File: src/rtl/tpk_pkg.sv
package tpk_pkg;

   typedef enum logic [1:0] {
      PW_NARROW = 2'd0,
      PW_MID    = 2'd1,
      PW_WIDE   = 2'd2,
      PW_RSVD   = 2'd3
   } port_width_e;

   localparam int unsigned NUM_WIDTHS = 3;

endpackage

File: src/rtl/tpk_lane_fmt.sv
module tpk_lane_fmt #(
   parameter int unsigned STAT_W    = 3,
   parameter int unsigned PKT_W     = 4,
   parameter logic [2:0]  TRIG_CODE = 3'd6,
   localparam int unsigned LANE_W   = STAT_W + PKT_W + 1
) (
   input  logic [STAT_W-1:0] status,
   input  logic [PKT_W-1:0]  packet,
   input  logic              sync,
   input  logic              trig,
   output logic [LANE_W-1:0] lane
);

   if (PKT_W <= STAT_W) begin : g_bad_pkt
      $error("packet field must be wider than status field");
   end

   logic [STAT_W-1:0] st_f;
   logic [PKT_W-1:0]  pk_f;

   always_comb begin
      if (trig) begin
         st_f = STAT_W'(TRIG_CODE);
         pk_f = {packet[PKT_W-1:STAT_W], status};
      end else begin
         st_f = status;
         pk_f = packet;
      end
      lane = {sync, pk_f, st_f};
   end

endmodule

File: src/rtl/tpk_assembler.sv
module tpk_assembler #(
   parameter int unsigned WORD_W    = 32,
   parameter int unsigned MAX_LANES = 3,
   localparam int unsigned CNT_W    = $clog2(MAX_LANES + 1),
   localparam int unsigned SH_W     = $clog2(WORD_W + 1)
) (
   input  logic              clk,
   input  logic              rst_n,
   input  logic              push,
   input  logic [WORD_W-1:0] lane,
   input  logic [SH_W-1:0]   lane_w,
   input  logic [CNT_W-1:0]  last_idx,
   input  logic              flush,
   output logic              busy,
   output logic              w_valid,
   output logic [WORD_W-1:0] w_data
);

   logic [CNT_W-1:0]  cnt;
   logic [SH_W-1:0]   off;
   logic [WORD_W-1:0] acc;
   logic [WORD_W-1:0] merged;
   logic              close_word;

   always_comb begin
      merged     = push ? (acc | (lane << off)) : acc;
      close_word = (push && (cnt == last_idx)) || (flush && (push || (cnt != '0)));
   end

   always_ff @(posedge clk or negedge rst_n) begin
      if (!rst_n) begin
         cnt     <= '0;
         off     <= '0;
         acc     <= '0;
         w_valid <= 1'b0;
         w_data  <= '0;
      end else begin
         w_valid <= 1'b0;
         if (close_word) begin
            w_data  <= merged;
            w_valid <= 1'b1;
            acc     <= '0;
            cnt     <= '0;
            off     <= '0;
         end else if (push) begin
            acc <= merged;
            cnt <= cnt + 1'b1;
            off <= off + lane_w;
         end
      end
   end

   assign busy = (cnt != '0);

   a_r6_last_lane_emits: assert property (@(posedge clk) disable iff (!rst_n)
      (push && (cnt == last_idx)) |=> w_valid);

   a_r7_stop_flushes: assert property (@(posedge clk) disable iff (!rst_n)
      (flush && (busy || push)) |=> w_valid);

   a_r7_idle_stop_quiet: assert property (@(posedge clk) disable iff (!rst_n)
      (flush && !busy && !push) |=> !w_valid);

   a_r9_empty_after_word: assert property (@(posedge clk) disable iff (!rst_n)
      w_valid |-> (cnt == '0));

endmodule

File: src/rtl/trace_word_packer.sv
module trace_word_packer
   import tpk_pkg::*;
#(
   parameter int unsigned WORD_W     = 32,
   parameter int unsigned STAT_W     = 3,
   parameter int unsigned PKT_NARROW = 4,
   parameter int unsigned PKT_MID    = 8,
   parameter int unsigned PKT_WIDE   = 16,
   parameter int unsigned LN_NARROW  = 3,
   parameter int unsigned LN_MID     = 2,
   parameter int unsigned LN_WIDE    = 1,
   parameter logic [2:0]  TRIG_CODE  = 3'd6
) (
   input  logic                clk,
   input  logic                rst_n,
   input  logic [1:0]          cfg_width,
   input  logic                cfg_muxed,
   input  logic                cfg_demux,
   output logic                cfg_err,
   input  logic                s_valid,
   output logic                s_ready,
   input  logic [STAT_W-1:0]   s_status,
   input  logic [PKT_WIDE-1:0] s_packet,
   input  logic                s_sync,
   input  logic                s_trigger,
   input  logic                cap_stop,
   output logic                w_valid,
   output logic [WORD_W-1:0]   w_data,
   output logic                drained
);

   localparam int unsigned LW_NARROW = STAT_W + PKT_NARROW + 1;
   localparam int unsigned LW_MID    = STAT_W + PKT_MID + 1;
   localparam int unsigned LW_WIDE   = STAT_W + PKT_WIDE + 1;
   localparam int unsigned MAX_LANES = (LN_NARROW > LN_MID) ?
                                       ((LN_NARROW > LN_WIDE) ? LN_NARROW : LN_WIDE) :
                                       ((LN_MID > LN_WIDE) ? LN_MID : LN_WIDE);
   localparam int unsigned CNT_W     = $clog2(MAX_LANES + 1);
   localparam int unsigned SH_W      = $clog2(WORD_W + 1);

   if (LN_NARROW * LW_NARROW > WORD_W) begin : g_chk_narrow
      $error("narrow lanes do not fit in a word");
   end
   if (LN_MID * LW_MID > WORD_W) begin : g_chk_mid
      $error("mid lanes do not fit in a word");
   end
   if (LN_WIDE * LW_WIDE > WORD_W) begin : g_chk_wide
      $error("wide lanes do not fit in a word");
   end
   if (!(PKT_NARROW < PKT_MID && PKT_MID < PKT_WIDE)) begin : g_chk_order
      $error("packet widths must increase");
   end

   port_width_e       pw;
   logic              legal;
   logic              push;
   logic              busy;
   logic [WORD_W-1:0] fmt_lane [NUM_WIDTHS];
   logic [WORD_W-1:0] sel_lane;
   logic [SH_W-1:0]   sel_lw;
   logic [CNT_W-1:0]  sel_last;

   assign pw      = port_width_e'(cfg_width);
   assign legal   = !cfg_muxed && (pw != PW_RSVD) && (!cfg_demux || (pw == PW_MID));
   assign cfg_err = !legal;
   assign s_ready = legal;
   assign push    = s_valid && legal;

   for (genvar g = 0; g < NUM_WIDTHS; g++) begin : g_fmt
      localparam int unsigned PW_G = (g == 0) ? PKT_NARROW : ((g == 1) ? PKT_MID : PKT_WIDE);
      localparam int unsigned LW_G = STAT_W + PW_G + 1;
      logic [LW_G-1:0] lane_g;

      tpk_lane_fmt #(
         .STAT_W   (STAT_W),
         .PKT_W    (PW_G),
         .TRIG_CODE(TRIG_CODE)
      ) u_fmt (
         .status(s_status),
         .packet(s_packet[PW_G-1:0]),
         .sync  (s_sync),
         .trig  (s_trigger),
         .lane  (lane_g)
      );

      if (LW_G < WORD_W) begin : g_pad
         assign fmt_lane[g] = {{(WORD_W - LW_G){1'b0}}, lane_g};
      end else begin : g_nopad
         assign fmt_lane[g] = lane_g;
      end
   end

   always_comb begin
      sel_lane = '0;
      sel_lw   = '0;
      sel_last = '0;
      unique case (pw)
         PW_NARROW: begin
            sel_lane = fmt_lane[0];
            sel_lw   = SH_W'(LW_NARROW);
            sel_last = CNT_W'(LN_NARROW - 1);
         end
         PW_MID: begin
            sel_lane = fmt_lane[1];
            sel_lw   = SH_W'(LW_MID);
            sel_last = CNT_W'(LN_MID - 1);
         end
         PW_WIDE: begin
            sel_lane = fmt_lane[2];
            sel_lw   = SH_W'(LW_WIDE);
            sel_last = CNT_W'(LN_WIDE - 1);
         end
         default: ;
      endcase
   end

   tpk_assembler #(
      .WORD_W   (WORD_W),
      .MAX_LANES(MAX_LANES)
   ) u_asm (
      .clk     (clk),
      .rst_n   (rst_n),
      .push    (push),
      .lane    (sel_lane),
      .lane_w  (sel_lw),
      .last_idx(sel_last),
      .flush   (cap_stop),
      .busy    (busy),
      .w_valid (w_valid),
      .w_data  (w_data)
   );

   assign drained = !busy && !w_valid;

   logic [SH_W:0] used_bits;
   always_comb begin
      case (pw)
         PW_NARROW: used_bits = (SH_W+1)'(LN_NARROW * LW_NARROW);
         PW_MID:    used_bits = (SH_W+1)'(LN_MID * LW_MID);
         default:   used_bits = (SH_W+1)'(LN_WIDE * LW_WIDE);
      endcase
   end

   a_r5_upper_zero: assert property (@(posedge clk) disable iff (!rst_n)
      (w_valid && legal) |-> ((w_data >> used_bits) == '0));

   a_r8_no_take_when_illegal: assert property (@(posedge clk) disable iff (!rst_n)
      (cfg_err && !busy && !cap_stop) |=> !w_valid);

endmodule

File: config.mk
export PLATFORM = sky130hd
export DESIGN_NAME = trace_word_packer
export DESIGN_NICKNAME = d
export VERILOG_FILES = /design/src/rtl/tpk_pkg.sv /design/src/rtl/tpk_lane_fmt.sv /design/src/rtl/tpk_assembler.sv /design/src/rtl/trace_word_packer.sv
export SDC_FILE = /design/constraint.sdc
export NUM_CORES = 1
export LEC_CHECK = 0
export ABC_AREA = 0
export BUFFER_PORTS_ARGS = -buffer_cell sky130_fd_sc_hd__buf_2
export CAP_MARGIN = 0
export CORE_MARGIN = 2
export CORE_UTILIZATION = 36
export CTS_CLUSTER_DIAMETER = 30
export DETAILED_ROUTE_END_ITERATION = 6
export SLEW_MARGIN = 20
export SYNTH_ARGS = -nofsm -noshare
export SYNTH_HDL_FRONTEND = slang
export SYNTH_HIERARCHICAL = 1
export SYNTH_SLANG_ARGS = --single-unit
File: constraint.sdc
create_clock -name clk -period 2.18 [get_ports clk]
set_input_delay 0.327 -clock clk [delete_from_list [all_inputs] [get_ports clk]]
set_output_delay 0.327 -clock clk [all_outputs]
set_load 0.02 [all_outputs]
==> qor.csv, run 1 <==
metric;value;unit
Reg2Reg Depth;6;
worst r2r src;u_asm/off[0];
iteration count of the initial detailed-routing pass;4;
FF-to-FF End;u_asm/w_data[28];
clock-pin slew on the worst setup and hold paths;0.06;ns
die height;129;um
CP Data Required Time;2.40;ns
pwr dens;871;nW/um^2
core area;15200;sq um
headroom to the max-slew limit;58.8;%
Skew-Pair Late Insertion Delay;0.33;ns
Placed Area;7050;sq um
top_reg_cell synth;dfrtp_1;
GPL Wtd Cong;0.938;
total wire length;17.9;mm
EDFF count, synth;0;
failing checks;setup timing;
status;finished, violations left;
clock share of power;21.8;%
largest net degree at the start of global routing;56;
synth warn;6;
crit path max fanout;5;
Horiz. Die Dim;129;um
P_sw;2.86;mW
vias in the first global route;5172;
Clock Tree Root;clkbuf_16;
Mapped Cells;563;
commonest non-fill, non-tap cell in the layout;buf_4;
FMAX;400;MHz
CP most frequent cell;mux2_4;
final setup vio count;58;
leakage power;3.63;nW
Area growth, synth to finish;49.7;%
# DRC;0;
DRT antenna net count;0;
I/O Buffers;64;
min-delay src;cap_stop;
grt ovf;0;
Final Hold Vio Count;0;
ys async rst share;100;%
gr usage total;21.8;%
Post-DP HPWL;13.5;mm
Worst-Margin Slew;0.617;ns
ANT cells;0;
Hold Path Stages;3;
initial antenna violation count;0;
CTS Buffer Depth;2;
CTS HTree Levels;3;
Period minus WS final;2.50;ns
CTS tree;yes;
# nets final;815;
first-pass GRT wire length;28.0;mm
initial cell density of the core;36.7;%
Crit. End Element;flop;
mapped cell area;5580;sq um
Vias;5210;
VDD IR max;0.000485;V
Crit Path Category;in2reg;
switching part of the total;39.3;%
Worst Skew;0.00928;ns
RSZ-0062 raised after global routing;true;
CTS Buf Count;9;
register share of total power;28.4;%
Vias/cell;5.40;
most frequent cells in the layout;buf_4 (106), dfrtp_1 (71), nor2_1 (69), buf_2 (59), conb_1 (53);
startpoint types;primary input;
Yosys reg bits;73;
post-route clock period utilization;115;%
maxcap violations;0;
hold endpoint;u_asm/w_valid;
# fillers;1337;
CP peak stage delay;0.51;ns
share of layout cells above drive strength 1;50.0;%
max-slew violations;0;
die area;16500;sq um
critical path's slowest cell;a222oi_1;
Synth Area per Inst;9.92;sq um
register area share after synthesis;32.7;%
hold slack;0.471;ns
CP Cell Sequence;buf_12 -> mux2_4 -> a222oi_1 -> nor2_4 -> mux2i_2 -> mux2i_1 -> mux4_2 -> a211o_1 -> mux2_4;
hold crit path type;in2reg;
1st-iter DRT viols;365;
combinational group share of total power;49.7;%
Num Clock Sinks;73;
CP arrival;2.72;ns
std cell rows;45;
Unique masters post-synth;66;
final worst slack;-0.322;ns
Routed wire per std cell;18.5;um
R2R setup slack;-0.05;ns
design area;8360;sq um
# IOs;65;
Int Pwr;4.42;mW
==> power groups by stage <==
stage | clock (mW) | sequential [mW] | combinational, mW
final | 1.59 | 2.07 | 3.62
after global routing | 1.67 | 2.12 | 3.88
after CTS | 1.62 | 2.07 | 3.38
after detailed placement | 0 | 2.08 | 3.07
after global placement | 0 | 2.05 | 3.03
after floorplan | 0 | 2.39 | 1.60
==> worst max-delay path by stage <==
| stage | from | end | slack, ns | cells after the start |
|---|---|---|---|---|
| after floorplan | cfg_width[0] | u_asm/w_data[28] | -0.27 | 10 |
| after global placement | s_trigger | u_asm/w_data[28] | -0.72 | 9 |
| after detailed placement | s_trigger | u_asm/w_data[20] | -0.80 | 10 |
| after CTS | s_trigger | u_asm/w_data[28] | -0.30 | 9 |
| after global routing | s_trigger | u_asm/w_data[28] | -0.41 | 9 |
| final | s_trigger | u_asm/w_data[28] | -0.32 | 9 |
==> routing by layer <==
metal | GRT usage, % | routed length (um) | share of wire [%] | up-vias
li1 | - | - | - | 2434
met1 | 30.6 | 8140 | 46 | 2599
met2 | 34.8 | 8650 | 48 | 156
met3 | 3.12 | 727 | 4.1 | 21
met4 | 7.54 | 358 | 2.0 | 0
met5 | 0 | 0 | 0 | -
==> logic make-up (layout without fill, tap and decap cells) <==
family          Yosys count  in the layout  synth area share, %
compound gates          138            138                 16.5
xor+xnor                  5              5                0.785
fa+ha+maj                15             15                 3.50
buf+inv                  73            234                 7.53
flops                    73             73                 32.7
mux                      88             88                 24.9
other cells               1             53               0.0672
simple gates            170            170                 14.0
==> repair_timing <==
item / 4_1_cts / 5_1_grt
hold buffers: 1 / 0
buffers inserted: 16 / 12
setup endpoints to repair: 65 / 65
resized for setup: 132 / 60
pin swaps: 48 / 52
hold endpoints to repair: 16 / 0
cloned: 2 / 0
==> synthesized netlist by cell type (3+ instances only) <==
cell	n	share of area, %
mux4_1	7	3.3
nand2_1	26	1.7
or2_2	7	0.78
xnor2_1	3	0.47
o22ai_1	9	1.0
and2b_2	3	0.47
nor2_1	96	6.5
nand3_1	4	0.36
mux2i_1	35	6.3
clkbuf_1	18	1.2
buf_4	25	3.4
mux4_2	29	12
a32oi_1	4	0.63
a31oi_1	5	0.56
dfrtp_1	73	33
inv_1	10	0.67
a22o_1	8	1.3
a21oi_1	61	5.5
buf_2	11	0.99
buf_1	3	0.20
a211oi_1	3	0.40
buf_6	3	0.61
a222oi_1	8	1.4
o21ai_0	14	1.3
and2_1	10	1.1
mux2_2	14	2.8
ha_1	14	3.1
a22oi_1	7	0.94
nor3_1	5	0.45
==> through the flow <==
step | instances | power (mW) | setup WS [ns] | TNS, ns | util (%)
finish | 964 | 7.28 | -0.322 | -10.96 | 55.0
global route | 964 | 7.67 | -0.412 | -15.94 | 55.0
CTS | 957 | 7.06 | -0.301 | -7.81 | 52.8
detailed placement | 925 | 5.15 | -0.804 | -41.50 | 46.4
global placement | 925 | 5.09 | -0.721 | -38.02 | 46.4
floorplan | 615 | 3.99 | -0.268 | -1.54 | -
==> worst max-delay path, delay by kind of cell <==
kind            cells  cell delay [ns]
compound gates      2             0.80
simple gates        1             0.11
mux                 5             1.35
buf+inv             1             0.11
==> area by class of cell <==
type	count	area, sq um	area share, %
inverters	12	70.1	0.839
well taps	188	235	2.82
clock inverters	6	91.3	1.09
flip-flops and latches	73	1830	21.9
clock buffers	10	229	2.74
multi-input cells	469	4230	50.7
repair buffers	206	1670	19.9
==> flip-flops by register name, summed over array words and instances, names as in the netlist <==
name,flops
u_asm/cnt,2
u_asm/acc,32
u_asm/w_valid,1
u_asm/off,6
u_asm/w_data,32
Note: power is estimated with default switching activity, not from simulation.
==> inputs of run 2 (changes only) <==
--- a/config.mk
+++ b/config.mk
@@ -12,6 +12,7 @@
 export CORE_UTILIZATION = 36
 export CTS_CLUSTER_DIAMETER = 30
 export DETAILED_ROUTE_END_ITERATION = 6
+export RECOVER_POWER = 100
 export SLEW_MARGIN = 20
 export SYNTH_ARGS = -nofsm -noshare
 export SYNTH_HDL_FRONTEND = slang
==> run 2 against run 1 <==
Effect of this change:
- the run still ends with setup timing left
- highest routed layer unchanged
- die area unchanged
- largest power group unchanged
- clock skew is essentially flat
- setup slack got worse by 0.025 ns
==> qor.csv, run 2 (same netlist as run 1, synthesis figures left out) <==
metric;value;unit;change
DRT antenna net count;0;;unchanged
# IOs;65;;unchanged
maxcap violations;0;;unchanged
Vias/cell;5.42;;+0.31%
max-slew violations;0;;unchanged
CTS Buffer Depth;2;;unchanged
initial antenna violation count;0;;unchanged
std cell rows;45;;unchanged
pwr dens;869;nW/um^2;-0.20%
die area;16500;sq um;unchanged
ANT cells;0;;unchanged
initial cell density of the core;36.7;%;unchanged
grt ovf;0;;unchanged
R2R setup slack;-0.07;ns;-0.02 ns
Skew-Pair Late Insertion Delay;0.33;ns;about the same
worst r2r src;u_asm/off[0];;
leakage power;3.51;nW;-3.4%
CP Data Required Time;2.39;ns;about the same
Area growth, synth to finish;48.2;%;
Num Clock Sinks;73;;unchanged
CP peak stage delay;0.54;ns;+0.03 ns
Worst setup endpoint;u_asm/w_data[28];;
Post-DP HPWL;13.5;mm;unchanged
commonest non-fill, non-tap cell in the layout;buf_4;;
Inst Count DP;925;;unchanged
P_sw;2.87;mW;+0.30%
CP Cell Sequence;buf_4 -> or2_2 -> a222oi_1 -> nor2_4 -> mux2i_1 -> mux2i_1 -> mux4_2 -> a211o_1 -> mux2_4;;
Critical Path Start;s_status[2];;
Horiz. Die Dim;129;um;unchanged
share of layout cells above drive strength 1;44.8;%;-5.2 points
Int Pwr;4.32;mW;-2.1%
CTS tree;yes;;
hold crit path type;in2reg;;
total wire length;17.9;mm;+0.16%
Reg2Reg Depth;6;;unchanged
startpoint types;primary input;;
Worst-Margin Slew;0.966;ns;+0.349 ns
switching part of the total;39.9;%;+0.58 points
gr usage total;21.8;%;unchanged
1st-iter DRT viols;357;;-2.2%
# nets final;815;;unchanged
RSZ-0062 raised after global routing;true;;
critical path's slowest cell;a222oi_1;;
Worst Skew;0.00913;ns;-0.000149 ns
register share of total power;28.9;%;+0.5 points
CP most frequent cell;mux2i_1;;
vias in the first global route;5172;;unchanged
FMAX;396;MHz;-0.99%
headroom to the max-slew limit;35.6;%;-23 points
Crit. End Element;flop;;
failing checks;setup timing;;
CTS HTree Levels;3;;unchanged
Power Total;7.19;mW;-1.2%
final setup vio count;65;;+12%
design area;8270;sq um;-0.97%
most frequent cells in the layout;buf_4 (103), dfrtp_1 (71), nor2_1 (70), conb_1 (53);;
Placed Area;7050;sq um;unchanged
min-delay src;cap_stop;;
combinational group share of total power;49.1;%;-0.6 points
largest net degree at the start of global routing;56;;unchanged
first-pass GRT wire length;28.0;mm;unchanged
# DRC;0;;unchanged
CTS Buf Count;9;;unchanged
Final Hold Vio Count;0;;unchanged
I/O Buffers;64;;unchanged
Clock Tree Root;clkbuf_16;;
Routed wire per std cell;18.6;um;+0.16%
CP arrival;2.74;ns;+0.02 ns
final worst slack;-0.347;ns;-0.0250 ns
Crit Path Category;in2reg;;
post-route clock period utilization;116;%;+1.1 points
clock-pin slew on the worst setup and hold paths;0.06;ns;about the same
GPL Wtd Cong;0.938;;unchanged
FF-to-FF End;u_asm/w_data[28];;
core area;15200;sq um;unchanged
Vias;5226;;+0.31%
crit path max fanout;6;;+1
non-filler instance count after layout;964;;unchanged
die height;129;um;unchanged
clock share of power;22.0;%;+0.2 points
iteration count of the initial detailed-routing pass;7;;+3
status;finished, violations left;;
leading registers by flop count;u_asm/acc x32, u_asm/w_data x32, u_asm/off x6;;
Period minus WS final;2.53;ns;+0.0250 ns
VDD IR max;0.000484;V;-0.21%
## run 2: metal layers
layer | vias to the layer above | GRT usage, % | wire [um]
met5 | - | 0 | 0
met4 | 0 | 7.54 | 342
met3 | 20 | 3.12 | 860
met2 | 163 | 34.8 | 8630
met1 | 2608 | 30.6 | 8070
li1 | 2435 | - | -
## run 2: worst min path at each step
stage	endpoint	slack [ns]	cells after the start
detailed placement	u_asm/acc[27]	0.29	1
CTS	u_asm/off[4]	0.46	4
finish	u_asm/w_valid	0.47	3
global route	u_asm/w_valid	0.51	3
global placement	u_asm/acc[3]	0.30	1
floorplan	u_asm/acc[0]	0.03	0
## run 2: power groups by stage
stage,clock [mW],combinational (mW),sequential [mW]
2_1_floorplan,0,1.60,2.39
3_3_place_gp,0,3.03,2.05
3_5_place_dp,0,3.07,2.08
4_1_cts,1.62,3.38,2.07
5_1_grt,1.67,3.78,2.13
6_report,1.58,3.53,2.08
## run 2: timing repair
| action | 4_1_cts | 5_1_grt |
|---|---|---|
| buffers inserted | 16 | 12 |
| hold buffers | 1 | 0 |
| endpoints found under the hold margin | 16 | 0 |
| gates resized for setup | 132 | 60 |
| setup endpoints to repair | 65 | 65 |
| gates cloned | 2 | 0 |
| pin swaps | 48 | 52 |
## run 2: metrics by stage
| stage | setup TNS [ns] | worst slack, ns | hold slack (ns) | util (%) |
|---|---|---|---|---|
| 3_5_place_dp | -41.50 | -0.804 | 0.291 | 46.4 |
| 6_report | -12.33 | -0.347 | 0.473 | 54.4 |
| 3_3_place_gp | -38.02 | -0.721 | 0.296 | 46.4 |
| 5_1_grt | -17.76 | -0.412 | 0.509 | 54.4 |
| 4_1_cts | -7.81 | -0.301 | 0.463 | 52.8 |
| 2_1_floorplan | -1.54 | -0.268 | 0.0314 | - |
## run 2: layout make-up
cell class | instances | area, sq um
fill | 1361 | 6930
multi-input combinational | 469 | 4230
sequential | 73 | 1830
timing repair buffer | 206 | 1590
tap | 188 | 235
clock buffer | 10 | 229
clock inverter | 6 | 91.3
inverter | 12 | 70.1
## run 2: worst max-delay path, delay by kind of cell
kind | cells | cell delay (ns)
AO/OA/AOI/OAI | 2 | 0.84
buffers and inverters | 1 | 0.13
multiplexers | 4 | 1.06
AND/OR/NAND/NOR | 2 | 0.37
==> inputs of run 3 (changes only) <==
--- a/config.mk
+++ b/config.mk
@@ -13,6 +13,7 @@
 export CTS_CLUSTER_DIAMETER = 30
 export DETAILED_ROUTE_END_ITERATION = 6
 export RECOVER_POWER = 100
+export SKIP_LAST_GASP = 1
 export SLEW_MARGIN = 20
 export SYNTH_ARGS = -nofsm -noshare
 export SYNTH_HDL_FRONTEND = slang
==> run 3 against run 2 <==
Effect of this change:
- clock-buffer cell count is the same
- combinational power is essentially flat
- critical endpoint unchanged
- first-iteration DRC count grew 5.3%
- via count grew 0.34%
- routed wire length grew 1.3%
- global-route usage is essentially flat
- sequential power is essentially flat
- maximum frequency grew 0.19%
- the run still ends with setup timing left
==> qor.csv, run 3 (same netlist as run 1, synthesis figures left out) <==
metric;value;unit;change
cell family with most CP delay;multiplexers;;
CP arrival;2.74;ns;about the same
critical path's slowest cell;a222oi_1;;
commonest non-fill, non-tap cell in the layout;buf_4;;
CP peak stage delay;0.52;ns;-0.02 ns
post-route clock period utilization;116;%;-0.21 points
CTS Buf Count;9;;unchanged
R2R setup slack;-0.06;ns;about the same
CTS HTree Levels;3;;unchanged
core area;15200;sq um;unchanged
iteration count of the initial detailed-routing pass;5;;-2
worst r2r src;u_asm/off[0];;
vias in the first global route;5180;;+0.15%
FF-to-FF End;u_asm/w_data[28];;
hold slack;0.474;ns;+0.000447 ns
gr usage total;21.8;%;about the same
final worst slack;-0.343;ns;+0.00467 ns
die height;129;um;unchanged
Post-DP HPWL;13.5;mm;unchanged
leading registers by flop count;u_asm/acc x32, u_asm/w_data x32, u_asm/off x6;;
grt ovf;0;;unchanged
FMAX;396;MHz;+0.19%
pwr dens;863;nW/um^2;-0.66%
VDD IR max;0.000481;V;-0.69%
CP most frequent cell;mux2_4;;
leakage power;3.53;nW;+0.72%
failing checks;setup timing;;
Num Clock Sinks;73;;unchanged
crit path max fanout;5;;-1
RSZ-0062 raised after global routing;true;;
Routed wire per std cell;18.7;um;+0.77%
status;finished, violations left;;
share of layout cells above drive strength 1;45.6;%;+0.74 points
max-slew violations;0;;unchanged
setup_tns;-12.59;ns;-0.256 ns
maxcap violations;0;;unchanged
hold endpoint;u_asm/w_valid;;
clock-pin slew on the worst setup and hold paths;0.06;ns;about the same
Vias/cell;5.41;;-0.17%
DRT antenna net count;0;;unchanged
Period minus WS final;2.52;ns;-0.00467 ns
Reg2Reg Depth;6;;unchanged
# fillers;1348;;-0.96%
headroom to the max-slew limit;35.5;%;-0.086 points
critical path buffer and inverter count;1;;unchanged
# nets final;820;;+0.61%
die area;16500;sq um;unchanged
CP Data Required Time;2.39;ns;about the same
CTS Buffer Depth;2;;unchanged
Crit Path Category;in2reg;;
Vias;5244;;+0.34%
final setup vio count;58;;-11%
Worst Skew;0.00929;ns;+0.000155 ns
most frequent cells in the layout;buf_4 (108), dfrtp_1 (71), nor2_1 (69), conb_1 (53), a21oi_1 (42);;
hold crit path type;in2reg;;
GPL Wtd Cong;0.938;;unchanged
largest net degree at the start of global routing;56;;unchanged
Worst-Margin Slew;0.967;ns;+0.00130 ns
min-delay src;cap_stop;;
total wire length;18.1;mm;+1.3%
Clock Tree Root;clkbuf_16;;
I/O Buffers;64;;unchanged
Skew-Pair Late Insertion Delay;0.33;ns;about the same
CTS tree;yes;;
ANT cells;0;;unchanged
Crit. End Element;flop;;
first-pass GRT wire length;28.0;mm;about the same
1st-iter DRT viols;376;;+5.3%
Area growth, synth to finish;49.6;%;
Horiz. Die Dim;129;um;unchanged
Hold Path Stages;3;;unchanged
startpoint types;primary input;;
initial antenna violation count;0;;unchanged
initial cell density of the core;36.7;%;unchanged
Final Hold Vio Count;0;;unchanged
CP Cell Sequence;buf_12 -> mux2_4 -> a222oi_1 -> nor2_4 -> mux2i_2 -> mux2i_1 -> mux4_2 -> a211o_1 -> mux2_4;;
std cell rows;45;;unchanged
# DRC;0;;unchanged
# IOs;65;;unchanged
## run 3: cell count changes in the layout (fill, tap and decap cells not counted), sizes merged
| cell | previous run | this run |
|---|---|---|
| clkbuf | 52 | 51 |
| buf | 163 | 169 |
## run 3: how the worst max path moves through the flow
stage,to,startpoint,cells after the start
floorplan,u_asm/w_data[28],cfg_width[0],10
global placement,u_asm/w_data[28],s_trigger,9
detailed placement,u_asm/w_data[20],s_trigger,10
CTS,u_asm/w_data[28],s_trigger,9
global route,u_asm/w_data[28],s_trigger,9
finish,u_asm/w_data[28],s_trigger,9
## run 3: metrics by stage
step	cells	setup WS [ns]	util, %	cell area (sq um)	power (mW)
after global placement	925	-0.721	46.4	7050	5.09
after floorplan	615	-0.268	-	5900	3.99
after CTS	957	-0.301	52.7	8010	7.05
after global routing	969	-0.412	54.9	8350	7.61
after detailed placement	925	-0.804	46.4	7050	5.15
final	969	-0.343	54.9	8350	7.21
## run 3: worst min-delay path, cell delays in order
cell and delay (ns):
buf_2 0.11, a21oi_2 0.20, nor2_4 0.11
## run 3: final cells by class
class	instances	area [sq um]	share of cell area [%]
Multi-Input combinational cell	469	4260	51.0
Sequential cell	73	1830	21.9
Timing Repair Buffer	211	1640	19.6
Tap cell	188	235	2.82
Clock buffer	10	229	2.74
Clock inverter	6	91.3	1.09
Inverter	12	70.1	0.839
## run 3: timing repair
action / in CTS / in global routing
gates cloned: 2 / 0
resized for setup: 127 / 70
hold endpoints to repair: 16 / 0
pin swaps: 47 / 61
setup endpoints to repair: 65 / 65
hold buffers: 1 / 0
buffers inserted: 16 / 19
## run 3: metal layers
metal | track usage (%) | routed length, um | part of all wire [%] | vias up
met1 | 30.6 | 8210 | 45 | 2621
li1 | - | - | - | 2447
met5 | 0 | 0 | 0 | -
met4 | 7.54 | 351 | 1.9 | 0
met2 | 34.7 | 8720 | 48 | 156
met3 | 3.12 | 846 | 4.7 | 20
## run 3: report_power, final
part           leakage [nW]  internal [mW]  total, mW  switching [mW]
Clock                 0.157           1.01       1.58           0.571
Sequential            0.938           1.79       2.08           0.288
Combinational          2.44           1.54       3.55            2.01
Total                  3.53           4.34       7.21            2.87
